[config.mk]
export PLATFORM = sky130hd
export DESIGN_NAME = spi_fetch_top
export DESIGN_NICKNAME = d
export VERILOG_FILES = /design/src/rtl/spi_fetch_pkg.sv /design/src/rtl/spi_fetch_ctrl.sv /design/src/rtl/spi_fetch_datapath.sv /design/src/rtl/spi_fetch_top.sv
export SDC_FILE = /design/constraint.sdc
export NUM_CORES = 1
export LEC_CHECK = 0
export BUFFER_PORTS_ARGS = -buffer_cell sky130_fd_sc_hd__buf_2
export CAP_MARGIN = 20
export CORE_UTILIZATION = 48
export DETAILED_ROUTE_END_ITERATION = 8
export HOLD_SLACK_MARGIN = 0.05
export PLACE_DENSITY = 0.67
export SLEW_MARGIN = 20
export SYNTH_ARGS = -nofsm -noshare
export SYNTH_HDL_FRONTEND = slang
export SYNTH_SLANG_ARGS = --single-unit
[constraint.sdc]
create_clock -name clk -period 4.95 [get_ports clk]
set_input_delay 0.2475 -clock clk [delete_from_list [all_inputs] [get_ports clk]]
set_output_delay 0.2475 -clock clk [all_outputs]
set_load 0.005 [all_outputs]
[src/rtl/spi_fetch_pkg.sv]
package spi_fetch_pkg;

  localparam int PKT_BITS   = 32;
  localparam int STATUS_W   = 2;
  localparam int PRESS_W    = 14;
  localparam int TEMP_W     = 11;
  localparam int BYTE_W     = 8;

  typedef enum logic [2:0] {
    ST_IDLE,
    ST_SETUP,
    ST_LOW,
    ST_HIGH,
    ST_HOLD,
    ST_GAP
  } fetchState_e;

  // strobes from control to datapath
  typedef struct packed {
    logic       start;   // clear the shift register
    logic       sample;  // take miso in at a rising sclk edge
    logic       finish;  // decode and publish results
    logic [1:0] lenSel;  // latched length code
  } fetchStrobe_t;

  function automatic int ceilDiv(input int a, input int b);
    return (a + b - 1) / b;
  endfunction

  function automatic int maxInt(input int a, input int b);
    return (a > b) ? a : b;
  endfunction

  // number of bits read for a length code
  function automatic int bitsFor(input logic [1:0] sel);
    case (sel)
      2'b00:   return 2 * BYTE_W;
      2'b01:   return 3 * BYTE_W;
      default: return 4 * BYTE_W;
    endcase
  endfunction

endpackage

[src/rtl/spi_fetch_ctrl.sv]
module spi_fetch_ctrl
  import spi_fetch_pkg::*;
#(
  parameter int SETUP_CYC = 125,
  parameter int HALF_CYC  = 32,
  parameter int HOLD_CYC  = 5,
  parameter int GAP_CYC   = 100
) (
  input  logic         clk,
  input  logic         rstN,
  input  logic         req,
  input  logic [1:0]   reqMode,
  output logic         busy,
  output logic         ssN,
  output logic         sclk,
  output logic         done,
  output fetchStrobe_t strb
);

  localparam int TIMER_MAX = maxInt(maxInt(SETUP_CYC, HALF_CYC), maxInt(HOLD_CYC, GAP_CYC));
  localparam int TW        = $clog2(TIMER_MAX + 1);
  localparam int BW        = $clog2(PKT_BITS + 1);
  localparam int CW        = TW + 1;

  fetchState_e     state;
  logic [TW-1:0]   timer;
  logic [BW-1:0]   bitCnt;
  logic [1:0]      lenSel;
  logic            timerZero;
  logic            lastBit;

  assign timerZero = (timer == '0);
  assign lastBit   = (bitCnt == BW'(bitsFor(lenSel) - 1));
  assign busy      = (state != ST_IDLE);

  always_comb begin
    strb.start  = (state == ST_IDLE) && req;
    strb.sample = (state == ST_LOW) && timerZero;
    strb.finish = (state == ST_HOLD) && timerZero;
    strb.lenSel = lenSel;
  end

  always_ff @(posedge clk or negedge rstN) begin
    if (!rstN) begin
      state  <= ST_IDLE;
      timer  <= '0;
      bitCnt <= '0;
      lenSel <= 2'b00;
      ssN    <= 1'b1;
      sclk   <= 1'b1;
      done   <= 1'b0;
    end else begin
      done <= 1'b0;
      if (!timerZero) timer <= timer - 1'b1;
      case (state)
        ST_IDLE: begin
          if (req) begin
            state  <= ST_SETUP;
            ssN    <= 1'b0;
            lenSel <= reqMode;
            bitCnt <= '0;
            timer  <= TW'(SETUP_CYC - 1);
          end
        end
        ST_SETUP: begin
          if (timerZero) begin
            sclk  <= 1'b0;
            timer <= TW'(HALF_CYC - 1);
            state <= ST_LOW;
          end
        end
        ST_LOW: begin
          if (timerZero) begin
            sclk   <= 1'b1;
            bitCnt <= bitCnt + 1'b1;
            if (lastBit) begin
              timer <= TW'(HOLD_CYC - 1);
              state <= ST_HOLD;
            end else begin
              timer <= TW'(HALF_CYC - 1);
              state <= ST_HIGH;
            end
          end
        end
        ST_HIGH: begin
          if (timerZero) begin
            sclk  <= 1'b0;
            timer <= TW'(HALF_CYC - 1);
            state <= ST_LOW;
          end
        end
        ST_HOLD: begin
          if (timerZero) begin
            ssN   <= 1'b1;
            done  <= 1'b1;
            timer <= TW'(GAP_CYC - 1);
            state <= ST_GAP;
          end
        end
        ST_GAP: begin
          if (timerZero) state <= ST_IDLE;
        end
        default: state <= ST_IDLE;
      endcase
    end
  end

  // ---------------- pin timing checkers ----------------
  logic          sclkQ;
  logic          ssQ;
  logic [CW-1:0] phaseCnt;    // cycles the previous sclk level was shown
  logic [CW-1:0] ssLowCnt;    // cycles ssN has been low
  logic [CW-1:0] ssHighCnt;   // cycles ssN has been high
  logic [CW-1:0] sinceRise;   // cycles since the last rising sclk edge

  function automatic logic [CW-1:0] satInc(input logic [CW-1:0] v);
    return (v == '1) ? v : v + 1'b1;
  endfunction

  always_ff @(posedge clk or negedge rstN) begin
    if (!rstN) begin
      sclkQ     <= 1'b1;
      ssQ       <= 1'b1;
      phaseCnt  <= '1;
      ssLowCnt  <= '0;
      ssHighCnt <= '1;
      sinceRise <= '1;
    end else begin
      sclkQ     <= sclk;
      ssQ       <= ssN;
      phaseCnt  <= (sclk != sclkQ) ? CW'(1) : satInc(phaseCnt);
      ssLowCnt  <= ssN ? '0 : satInc(ssLowCnt);
      ssHighCnt <= ssN ? satInc(ssHighCnt) : '0;
      sinceRise <= (sclk && !sclkQ) ? CW'(1) : satInc(sinceRise);
    end
  end


  ss_setup_chk: assert property (@(posedge clk) disable iff (!rstN)
    (sclk != sclkQ) |-> (ssLowCnt >= CW'(SETUP_CYC)));


  sclk_phase_chk: assert property (@(posedge clk) disable iff (!rstN)
    (sclk != sclkQ) |-> (phaseCnt >= CW'(HALF_CYC)));


  sclk_in_frame_chk: assert property (@(posedge clk) disable iff (!rstN)
    !sclk |-> !ssN);


  ss_hold_chk: assert property (@(posedge clk) disable iff (!rstN)
    (ssN && !ssQ) |-> (sinceRise >= CW'(HOLD_CYC)));


  done_at_release_chk: assert property (@(posedge clk) disable iff (!rstN)
    done |-> (ssN && !ssQ));


  bus_free_chk: assert property (@(posedge clk) disable iff (!rstN)
    (!ssN && ssQ) |-> (ssHighCnt >= CW'(GAP_CYC)));


  idle_pins_chk: assert property (@(posedge clk) disable iff (!rstN)
    !busy |-> (ssN && sclk));

endmodule

[src/rtl/spi_fetch_datapath.sv]
module spi_fetch_datapath
  import spi_fetch_pkg::*;
(
  input  logic                clk,
  input  logic                rstN,
  input  logic                miso,
  input  fetchStrobe_t        strb,
  output logic [STATUS_W-1:0] status,
  output logic [PRESS_W-1:0]  pressure,
  output logic [TEMP_W-1:0]   temperature,
  output logic                stale,
  output logic                fault
);

  localparam int TEMP_HI = PKT_BITS - STATUS_W - PRESS_W;   // first bit after the bridge word
  localparam int PAD3    = TEMP_W - BYTE_W;                 // zero fill for 8-bit reads

  logic [PKT_BITS-1:0] shiftReg;
  logic [PKT_BITS-1:0] aligned;
  logic [TEMP_W-1:0]   tempNext;
  logic [STATUS_W-1:0] statusNext;

  always_ff @(posedge clk or negedge rstN) begin
    if (!rstN) begin
      shiftReg <= '0;
    end else if (strb.start) begin
      shiftReg <= '0;
    end else if (strb.sample) begin
      shiftReg <= {shiftReg[PKT_BITS-2:0], miso};
    end
  end

  // left-align the received bits so the first one sits at the top
  always_comb begin
    case (strb.lenSel)
      2'b00:   aligned = {shiftReg[2*BYTE_W-1:0], {(2*BYTE_W){1'b0}}};
      2'b01:   aligned = {shiftReg[3*BYTE_W-1:0], {BYTE_W{1'b0}}};
      default: aligned = shiftReg;
    endcase
  end

  always_comb begin
    case (strb.lenSel)
      2'b00:   tempNext = '0;
      2'b01:   tempNext = {aligned[TEMP_HI-1 -: BYTE_W], {PAD3{1'b0}}};
      default: tempNext = aligned[TEMP_HI-1 -: TEMP_W];
    endcase
  end

  assign statusNext = aligned[PKT_BITS-1 -: STATUS_W];

  always_ff @(posedge clk or negedge rstN) begin
    if (!rstN) begin
      status      <= '0;
      pressure    <= '0;
      temperature <= '0;
      stale       <= 1'b0;
      fault       <= 1'b0;
    end else if (strb.finish) begin
      status      <= statusNext;
      pressure    <= aligned[PKT_BITS-STATUS_W-1 -: PRESS_W];
      temperature <= tempNext;
      stale       <= (statusNext == 2'b10);
      fault       <= fault | (statusNext == 2'b11);
    end
  end


  fault_sticky_chk: assert property (@(posedge clk) disable iff (!rstN)
    fault |=> fault);


  result_hold_chk: assert property (@(posedge clk) disable iff (!rstN)
    !strb.finish |=> $stable({status, pressure, temperature, stale}));

endmodule

[src/rtl/spi_fetch_top.sv]
module spi_fetch_top
  import spi_fetch_pkg::*;
#(
  parameter int CLK_KHZ      = 50000,
  parameter int SCLK_KHZ     = 800,
  parameter int SETUP_NS     = 2500,
  parameter int HOLD_NS      = 100,
  parameter int GAP_NS       = 2000,
  parameter int MIN_PHASE_NS = 600
) (
  input  logic                clk,
  input  logic                rstN,
  input  logic                req,
  input  logic [1:0]          reqMode,
  input  logic                miso,
  output logic                ssN,
  output logic                sclk,
  output logic                busy,
  output logic                done,
  output logic [STATUS_W-1:0] status,
  output logic [PRESS_W-1:0]  pressure,
  output logic [TEMP_W-1:0]   temperature,
  output logic                stale,
  output logic                fault
);

  localparam int NS_PER_KHZ = 1_000_000;
  localparam int HALF_CYC   = maxInt(1, maxInt(ceilDiv(CLK_KHZ, 2 * SCLK_KHZ),
                                               ceilDiv(MIN_PHASE_NS * CLK_KHZ, NS_PER_KHZ)));
  localparam int SETUP_CYC  = maxInt(1, ceilDiv(SETUP_NS * CLK_KHZ, NS_PER_KHZ));
  localparam int HOLD_CYC   = maxInt(1, ceilDiv(HOLD_NS * CLK_KHZ, NS_PER_KHZ));
  localparam int GAP_CYC    = maxInt(1, ceilDiv(GAP_NS * CLK_KHZ, NS_PER_KHZ));

  fetchStrobe_t strb;

  spi_fetch_ctrl #(
    .SETUP_CYC (SETUP_CYC),
    .HALF_CYC  (HALF_CYC),
    .HOLD_CYC  (HOLD_CYC),
    .GAP_CYC   (GAP_CYC)
  ) i_ctrl (
    .clk     (clk),
    .rstN    (rstN),
    .req     (req),
    .reqMode (reqMode),
    .busy    (busy),
    .ssN     (ssN),
    .sclk    (sclk),
    .done    (done),
    .strb    (strb)
  );

  spi_fetch_datapath i_datapath (
    .clk         (clk),
    .rstN        (rstN),
    .miso        (miso),
    .strb        (strb),
    .status      (status),
    .pressure    (pressure),
    .temperature (temperature),
    .stale       (stale),
    .fault       (fault)
  );

endmodule

* Yosys cells after proc, flatten, opt, wreduce, memory -nomap -nowiden
Cells that the tools add are included.
Operators by class: add/subtract/negate cells 3, eq/ne operators 14, bitwise logic cells 1, div/mod/pow operators 0, magnitude comparators 0, mux-type cells 29, multiply operators 0, reductions and logical operators 17, shifts and indexed selects 0
Operator list (count):
- $mux W32 | 2
- $pmux W32 S2 | 1
- $mux W7 | 5
- $pmux W7 S4 | 1
- $pmux W6 S2 | 2
- $pmux W11 S2 | 1
- $mux W3 | 6
- $pmux W3 S5 | 1
- $mux W6 | 2
- $reduce_and A3 Y1 | 3
- $ne A2 B1 Y1 const B | 4
- $reduce_bool A2 Y1 | 4
- $logic_not A7 Y1 | 1
- $sub A7 B1 Y7 const B | 1
- $add A6 B1 Y6 const B | 1
- $eq A3 B2 Y1 const B | 2
- $eq A3 B3 Y1 const B | 2
- $eq A6 B6 Y1 | 1
- $sub A6 B1 Y6 const B | 1
- $mux W1 | 5
- $mux W5 | 1
- $reduce_and A5 Y1 | 1
- $eq A2 B2 Y1 const B | 2
- $pmux W1 S2 | 2
- 10 further kinds | 12
Word-level totals: input port bits 6, latch bits 0, memories kept 0, register bits after elaboration 82, RAM bits 0, word-level logic and storage cells 77, output and inout bits 33, memory bits (read-only) 0

* Logic depth before layout (Yosys ltp)
Gate-level depths: netlist (run 1).
word-level depth 7, depth in mapped cells 10

* Cells and area by module
From an unflattened synthesis (run 1), not the netlist that was laid out.
Second synthesis, totals: cells, all modules 373, area, all modules 4001.3 um^2
By module, submodules not included:
- spi_fetch_datapath | area each 2819.0 um^2, times used 1, cells each 248, sequential area each 1526.5 um^2
- spi_fetch_ctrl | area each 1182.4 um^2, times used 1, cells each 125, sequential area each 528.0 um^2

* Worst setup path before layout (run 1)
OpenSTA, ideal clock, no wires.
kind register to register, start register i_ctrl.timer[3], end register i_ctrl.timer[0], path slack 2.789 ns, setup time 0.134 ns, stages on the path, launching flop included 9, data arrival time 2.027 ns, cells stage by stage dfrtp_1 -> or4_1 -> buf_2 -> nor2_4 -> inv_2 -> ha_1 -> nor3b_1 -> o21ai_0 -> o211ai_1
Between the ends: longest elaborated chain between the ends 4, elaborated cells on any way between the ends 7, those cells by class mux (6); reduce/logical (1)
RTL lines:
- start, declared | RTL line spi_fetch_ctrl.sv:26 | logic [TW-1:0] timer;
- start signal, assigned | RTL line spi_fetch_ctrl.sv:54 | if (!timerZero) timer <= timer - 1'b1;
- start signal, assigned | RTL line spi_fetch_ctrl.sv:62 | timer <= TW'(SETUP_CYC - 1);
- start signal, assigned | RTL line spi_fetch_ctrl.sv:68 | timer <= TW'(HALF_CYC - 1);
- $logic_not A7 Y1 * | RTL line spi_fetch_ctrl.sv:32 | assign timerZero = (timer == '0);
- $mux W7 | RTL line spi_fetch_ctrl.sv:54
- $mux W7, on equally long branches
- $pmux W7 S4 * | RTL line spi_fetch_ctrl.sv:55 | case (state)
Mark *: on every way between the ends. The rest lies on a longest branch, timed or not. A chain may end at the register's enable or synchronous reset.

* Worst setup path after layout (run 1)
start register i_ctrl.timer[0], end register i_ctrl.bitCnt[5]
Between the ends: longest elaborated chain between the ends 3
RTL lines:
- $logic_not A7 Y1 | RTL line spi_fetch_ctrl.sv:32
- $ne A2 B1 Y1 (no line)
- $reduce_and A3 Y1 (no line)
- end signal, assigned | RTL line spi_fetch_ctrl.sv:75 | bitCnt <= bitCnt + 1'b1;
- end, declared | RTL line spi_fetch_ctrl.sv:27 | logic [BW-1:0] bitCnt;
No other way between the ends.

==> metrics, run 1 <==
dpl hpwl=5380 µm; crit-path max FO=37; final clock skew=11.0 ps; Max Cap Viol=0; First DRT Iteration DRCs=199; RePlAce Congestion=0.820; commonest non-fill, non-tap cell in the layout=nand2_1; Filler cells=730; Worst-Margin Slew=1040 ps; initial antenna violation count=0; area of the multi-input gates=1790 µm²; Final Max Slew Viols=0; Setup-failing EPs final=0; global-route wire length before repair=14100 µm; Critical Path Sink Type=flop; die area=8700 µm²; area added between synthesis and finish=13.0%; cts bufs inserted=9; Die Y=93.3 µm; sw frac=19.2%; Final Util=57.3%; Lkg Pwr=0.00200 µW; Max-slew headroom=30.5%; ys flop type=dfrtp_1; vias in the first global route=2880; antenna-violating nets left=0; vias per inst=5.36; Post-synth EDFFs=0; Tot GR Track Use=21.1%; synthesized area=4000 µm²; critical path required time=5230 ps; final wirelength=8420 µm; Core ar.=7890 µm²; total number of vias=3018; net count reported at finish=466; Tmin final=2630 ps; Tcrit/Tclk final=53.1%; Cells after Synth=431; Unique masters post-synth=53; CP max stage delay=710 ps; Max clock buf depth=2; CTS root buf=clkbuf_8; maximum vdd drop=160 µV; sequential share of power=48.7%; Combinational Power Share=1.2%; IO buf count=38; Setup crit start kind=flop; CP Data Arrival Time=2910 ps; WHS Path Cells=3; area occupied by registers=2050 µm²; Post-Syn Area per Cell=9.28 µm²; DRC viols=0; P_sw=263 µW; highest-count cells in the layout ignoring fill and taps=119 x nand2_1, 80 x dfrtp_1, 37 x buf_2; Hold WC Path Type=primary input to flop; GRT overflow=0; Yosys reg bits=82; power share of the clock group=50.0%; Clock H-tree levels=3; RSZ-0062 raised after global routing=false; CTS tree=built; reg-to-reg endpoint=i_ctrl.bitCnt[5]; CTS resizes=0; n_diodes=0; clock insertion delay at the later pin of the skew report=360 ps; Die Span X=93.3 µm; Reg2Reg Launch Point=i_ctrl.timer[0]; FF-to-FF path depth=6; Starting Density=50.7%; Clock transition at path regs=90 ps; layout cells sized above 1=20.0%; CP max stage cell=or4_1; crit-path cells=inv_1 > ha_1 > nor2b_1 > nand3_2 > or4_1 > a21oi_1; kind of critical path=flop to flop; drt first pass iters=4; CTS sink cnt=82; syn nets=441; PwrDens=304 nW/µm²; TNS Setup=0 ps; yosys warns=0; pin count of the biggest net entering global routing=83; HP Start=reqMode[1]; total internal power=1110 µW; fmax=380 MHz; DR WL/cell=15.0 µm; Ports=39; worst reg-to-reg setup slack=2320 ps; status=complete, no violations; Cell Rows=32; async set or reset register ratio after synthesis=100%; Min-Delay Endpoint=i_ctrl.lenSel[1]; register area share after synthesis=51.4%; final hold violation count=0
-- how the worst max path moves through the flow --
stage	slack [ps]	to	startpoint
after detailed placement	2350	i_ctrl.bitCnt[5]	i_ctrl.timer[0]
after floorplan	2790	i_ctrl.timer[0]	i_ctrl.timer[3]
after CTS	2330	i_ctrl.bitCnt[5]	i_ctrl.timer[0]
after global placement	2330	i_datapath.shiftReg[10]	i_ctrl.timer[2]
final	2320	i_ctrl.bitCnt[5]	i_ctrl.timer[0]
after global routing	2110	i_ctrl.bitCnt[5]	i_ctrl.timer[0]
-- registers in the layout (all words and copies together), names as in the netlist, 2 cells and up --
name / flops
i_ctrl.state: 3
i_ctrl.bitCnt: 6
i_datapath.temperature: 11
i_ctrl.timer: 7
i_datapath.status: 2
i_datapath.pressure: 14
i_datapath.shiftReg: 32
i_ctrl.lenSel: 2
-- power by group through the flow --
stage / registers, µW / clock network (µW) / logic (µW)
after floorplan: 683 / 0 / 0.803
after global placement: 683 / 0 / 16.9
after detailed placement: 683 / 0 / 16.9
after CTS: 669 / 700 / 16.9
after global routing: 669 / 729 / 19.9
final: 669 / 687 / 16.7
-- per-layer routing --
metal	up-vias	track usage, %	share of wire [%]
met2	61	31.1	45
li1	1518	-	-
met3	9	4.63	3.5
met5	-	0	0
met4	0	7.18	1.3
met1	1430	30.6	50
-- cells in the mapped netlist, drive strengths merged (4+ instances only) --
| cell | instances | area (µm²) |
|---|---|---|
| clkbuf | 20 | 75.1 |
| buf | 9 | 62.6 |
| inv | 4 | 15.0 |
| xnor2 | 4 | 35.0 |
| a21oi | 43 | 298 |
| nand2 | 119 | 447 |
| ha | 4 | 50.1 |
| o21ai | 35 | 175 |
| dfrtp | 80 | 2000 |
| a22oi | 7 | 52.6 |
| nor2 | 24 | 97.6 |
| nor2b | 5 | 31.3 |
| mux2i | 16 | 160 |
| nand3 | 17 | 90.1 |
-- critical path: cells and delay by family (launching register included) --
kind / cells / cell delay (ps)
flops: 1 / 410
buf+inv: 1 / 110
compound gates: 1 / 150
fa+ha+maj: 1 / 190
simple gates: 3 / 1690
-- final cells by class --
cell class              instances  area share (%)
clock buffers                   9            2.74
clock inverters                 7            3.62
inverters                       4           0.332
multi-input cells             316            39.7
flip-flops and latches         82            45.4
well taps                     102            2.82
repair buffers                 43            5.40
-- cells by family (layout without fill, tap and decap cells) --
logic type | Yosys count | in the layout | synth area share, %
buffers and inverters | 33 | 63 | 3.82
adder cells (fa/ha/maj) | 4 | 4 | 1.25
multiplexers | 17 | 17 | 4.29
flip-flops | 82 | 82 | 51.4
AO/OA/AOI/OAI | 99 | 99 | 16.0
AND/OR/NAND/NOR | 189 | 189 | 21.7
XOR/XNOR | 7 | 7 | 1.53
-- repair_timing --
action	4_1_cts	5_1_grt
hold buffers	0	1
endpoints found under the hold margin	0	80
buffers inserted	0	0
-- per-stage QoR --
stage	cells	worst slack, ps	total power [µW]	instance area [µm²]	hold WS (ps)
3_3_place_gp	545	2330	699	4210	439
4_1_cts	562	2330	1390	4510	67.1
2_1_floorplan	431	2790	684	4000	-48.1
3_5_place_dp	546	2350	699	4220	444
6_report	563	2320	1370	4520	79.1
5_1_grt	563	2110	1420	4520	72.7
Note: power is estimated with default switching activity, not from simulation.
==> run 2, diff against run 1 <==
--- a/config.mk
+++ b/config.mk
@@ -10,7 +10,7 @@
 export CORE_UTILIZATION = 48
 export DETAILED_ROUTE_END_ITERATION = 8
 export HOLD_SLACK_MARGIN = 0.05
-export PLACE_DENSITY = 0.67
+export PLACE_DENSITY = 0.69
 export SLEW_MARGIN = 20
 export SYNTH_ARGS = -nofsm -noshare
 export SYNTH_HDL_FRONTEND = slang
==> constraint.sdc (replaced) <==
create_clock -name clk -period 2.3 [get_ports clk]
set_input_delay 0.115 -clock clk [delete_from_list [all_inputs] [get_ports clk]]
set_output_delay 0.115 -clock clk [all_outputs]
set_load 0.005 [all_outputs]
==> run 2 against run 1 <==
Routed wire length grew 3.3%. Sequential power is 120% higher. Cell area is 0.50% higher. Flip-flop and latch count is the same. Count of clock-buffer cells in the layout is 1 higher. Sequential share of layout area shrank 0.20 points. Cell count increased by 2.0%. Combinational power rose to 2.5 times the previous value. Die area unchanged. Clock skew is 4.1 ps lower.
==> metrics, run 2 (synthesis results as in run 1) <==
status=complete, no violations; Cell Rows=32; n_diodes=0; CTS sink cnt=82; highest-count cells in the layout ignoring fill and taps=119 x nand2_1, 79 x dfrtp_1, 37 x buf_2; final clock skew=6.98 ps; area of the multi-input gates=1800 µm²; cts bufs inserted=9; Core ar.=7890 µm²; final hold violation count=0; drt first pass iters=4; GRT overflow=0; RePlAce Congestion=0.831; Max clock buf depth=2; antenna-violating nets left=0; crit-path max FO=10; Final Util=57.6%; PwrDens=545 nW/µm²; Starting Density=50.7%; Setup crit start kind=flop; Tcrit/Tclk final=91.8%; critical path required time=2540 ps; layout cells sized above 1=21.6%; Max-slew headroom=58.2%; Worst-Margin Slew=626 ps; Tot GR Track Use=22.3%; Critical Path Sink Type=flop; Post-Place Setup Slack=147 ps; dpl hpwl=5780 µm; Final Max Slew Viols=0; Hold WC Path Type=primary input to flop; CP Data Arrival Time=2350 ps; largest reg by FF count=i_datapath.shiftReg; maximum vdd drop=243 µV; fmax=473 MHz; commonest non-fill, non-tap cell in the layout=nand2_1; die area=8700 µm²; vias per inst=5.50; pin count of the biggest net entering global routing=57; Clock transition at path regs=90 ps; initial antenna violation count=0; Setup-failing EPs final=0; area occupied by registers=2060 µm²; RSZ-0062 raised after global routing=false; net count reported at finish=477; TNS Setup=0 ps; max reg flops=32; Clock H-tree levels=3; Max Cap Viol=0; worst setup margin=188 ps; Die Y=93.3 µm; vias in the first global route=3054; First DRT Iteration DRCs=218; Top Registers=i_datapath.shiftReg x32, i_datapath.pressure x14, i_datapath.temperature x11; total number of vias=3159; DRC viols=0; Filler cells=717; CTS tree=built; final wirelength=8700 µm; area added between synthesis and finish=13.6%; kind of critical path=flop to flop; DR WL/cell=15.1 µm; Ports=39; clock insertion delay at the later pin of the skew report=360 ps; Lkg Pwr=0.00201 µW; Die Span X=93.3 µm; global-route wire length before repair=14900 µm; Tmin final=2110 ps; CTS root buf=clkbuf_8; IO buf count=38
run 2: changes by cell type in the layout (fill, tap and decap cells not counted), moves of 3 or more:
cell / delta
buf_4: +7
dlygate4sd3_1: +3
buf_12: +3
clkinv_4: +4
bufinv_16: -5
run 2: power by group:
| part | total (µW) | switching [µW] | leakage, µW | internal (µW) |
|---|---|---|---|---|
| Sequential | 1440 | 0 | 0.000919 | 1440 |
| Combinational | 42.5 | 31.5 | 0.00100 | 11.1 |
| Clock | 992 | 559 | 0.0000931 | 433 |
run 2: worst max-delay path, stage by stage (launching register included):
cell	delay [ps]
dfrtp_2	460
or4_4	570
nor2_4	130
inv_2	100
ha_1	310
nand2_1	70
o21ai_0	80
a32oi_1	160
o211ai_1	100
run 2: final timing paths:
check,from,end,slack (ps),cells after the start
max,i_ctrl.timer[3],i_ctrl.timer[0],190,8
min,req,i_ctrl.timer[2],170,3
max reg2reg,i_ctrl.timer[3],i_ctrl.timer[0],190,8
min reg2reg,i_ctrl.ssN,i_ctrl.ssN,460,2
max in group asynchronous,rstN,i_ctrl.ssN,1260,3
min in group asynchronous,rstN,i_datapath.pressure[13],310,2
run 2: final cells by class:
| cell class | instances | area share, % |
|---|---|---|
| multi-input cells | 316 | 39.5 |
| clock inverters | 6 | 1.13 |
| well taps | 102 | 2.81 |
| flip-flops and latches | 82 | 45.2 |
| repair buffers | 54 | 7.93 |
| inverters | 4 | 0.330 |
| clock buffers | 10 | 3.03 |
run 2: per-layer routing:
metal	vias to the layer above	global-route usage [%]	share of wire, %	wire (µm)
met5	-	0	0	0
met4	0	8.21	1.4	120
met3	13	4.88	3.0	264
met2	67	33.6	46	3980
met1	1535	31.6	50	4330
li1	1544	-	-	-
run 2: what timing repair did:
| item | CTS | global route |
|---|---|---|
| endpoints found under the hold margin | 47 | 0 |
| hold buffers | 4 | 0 |
| resized for setup | 0 | 2 |
| setup buffers | 0 | 0 |
| setup endpoints to repair | 0 | 1 |
run 2: stage by stage:
step	cells	instance area [µm²]	total power [µW]	hold slack, ps
floorplan	431	4000	1470	-181
finish	574	4540	2470	168
CTS	574	4540	2500	150
global placement	554	4310	1510	173
global route	574	4540	2580	179
detailed placement	554	4310	1510	163
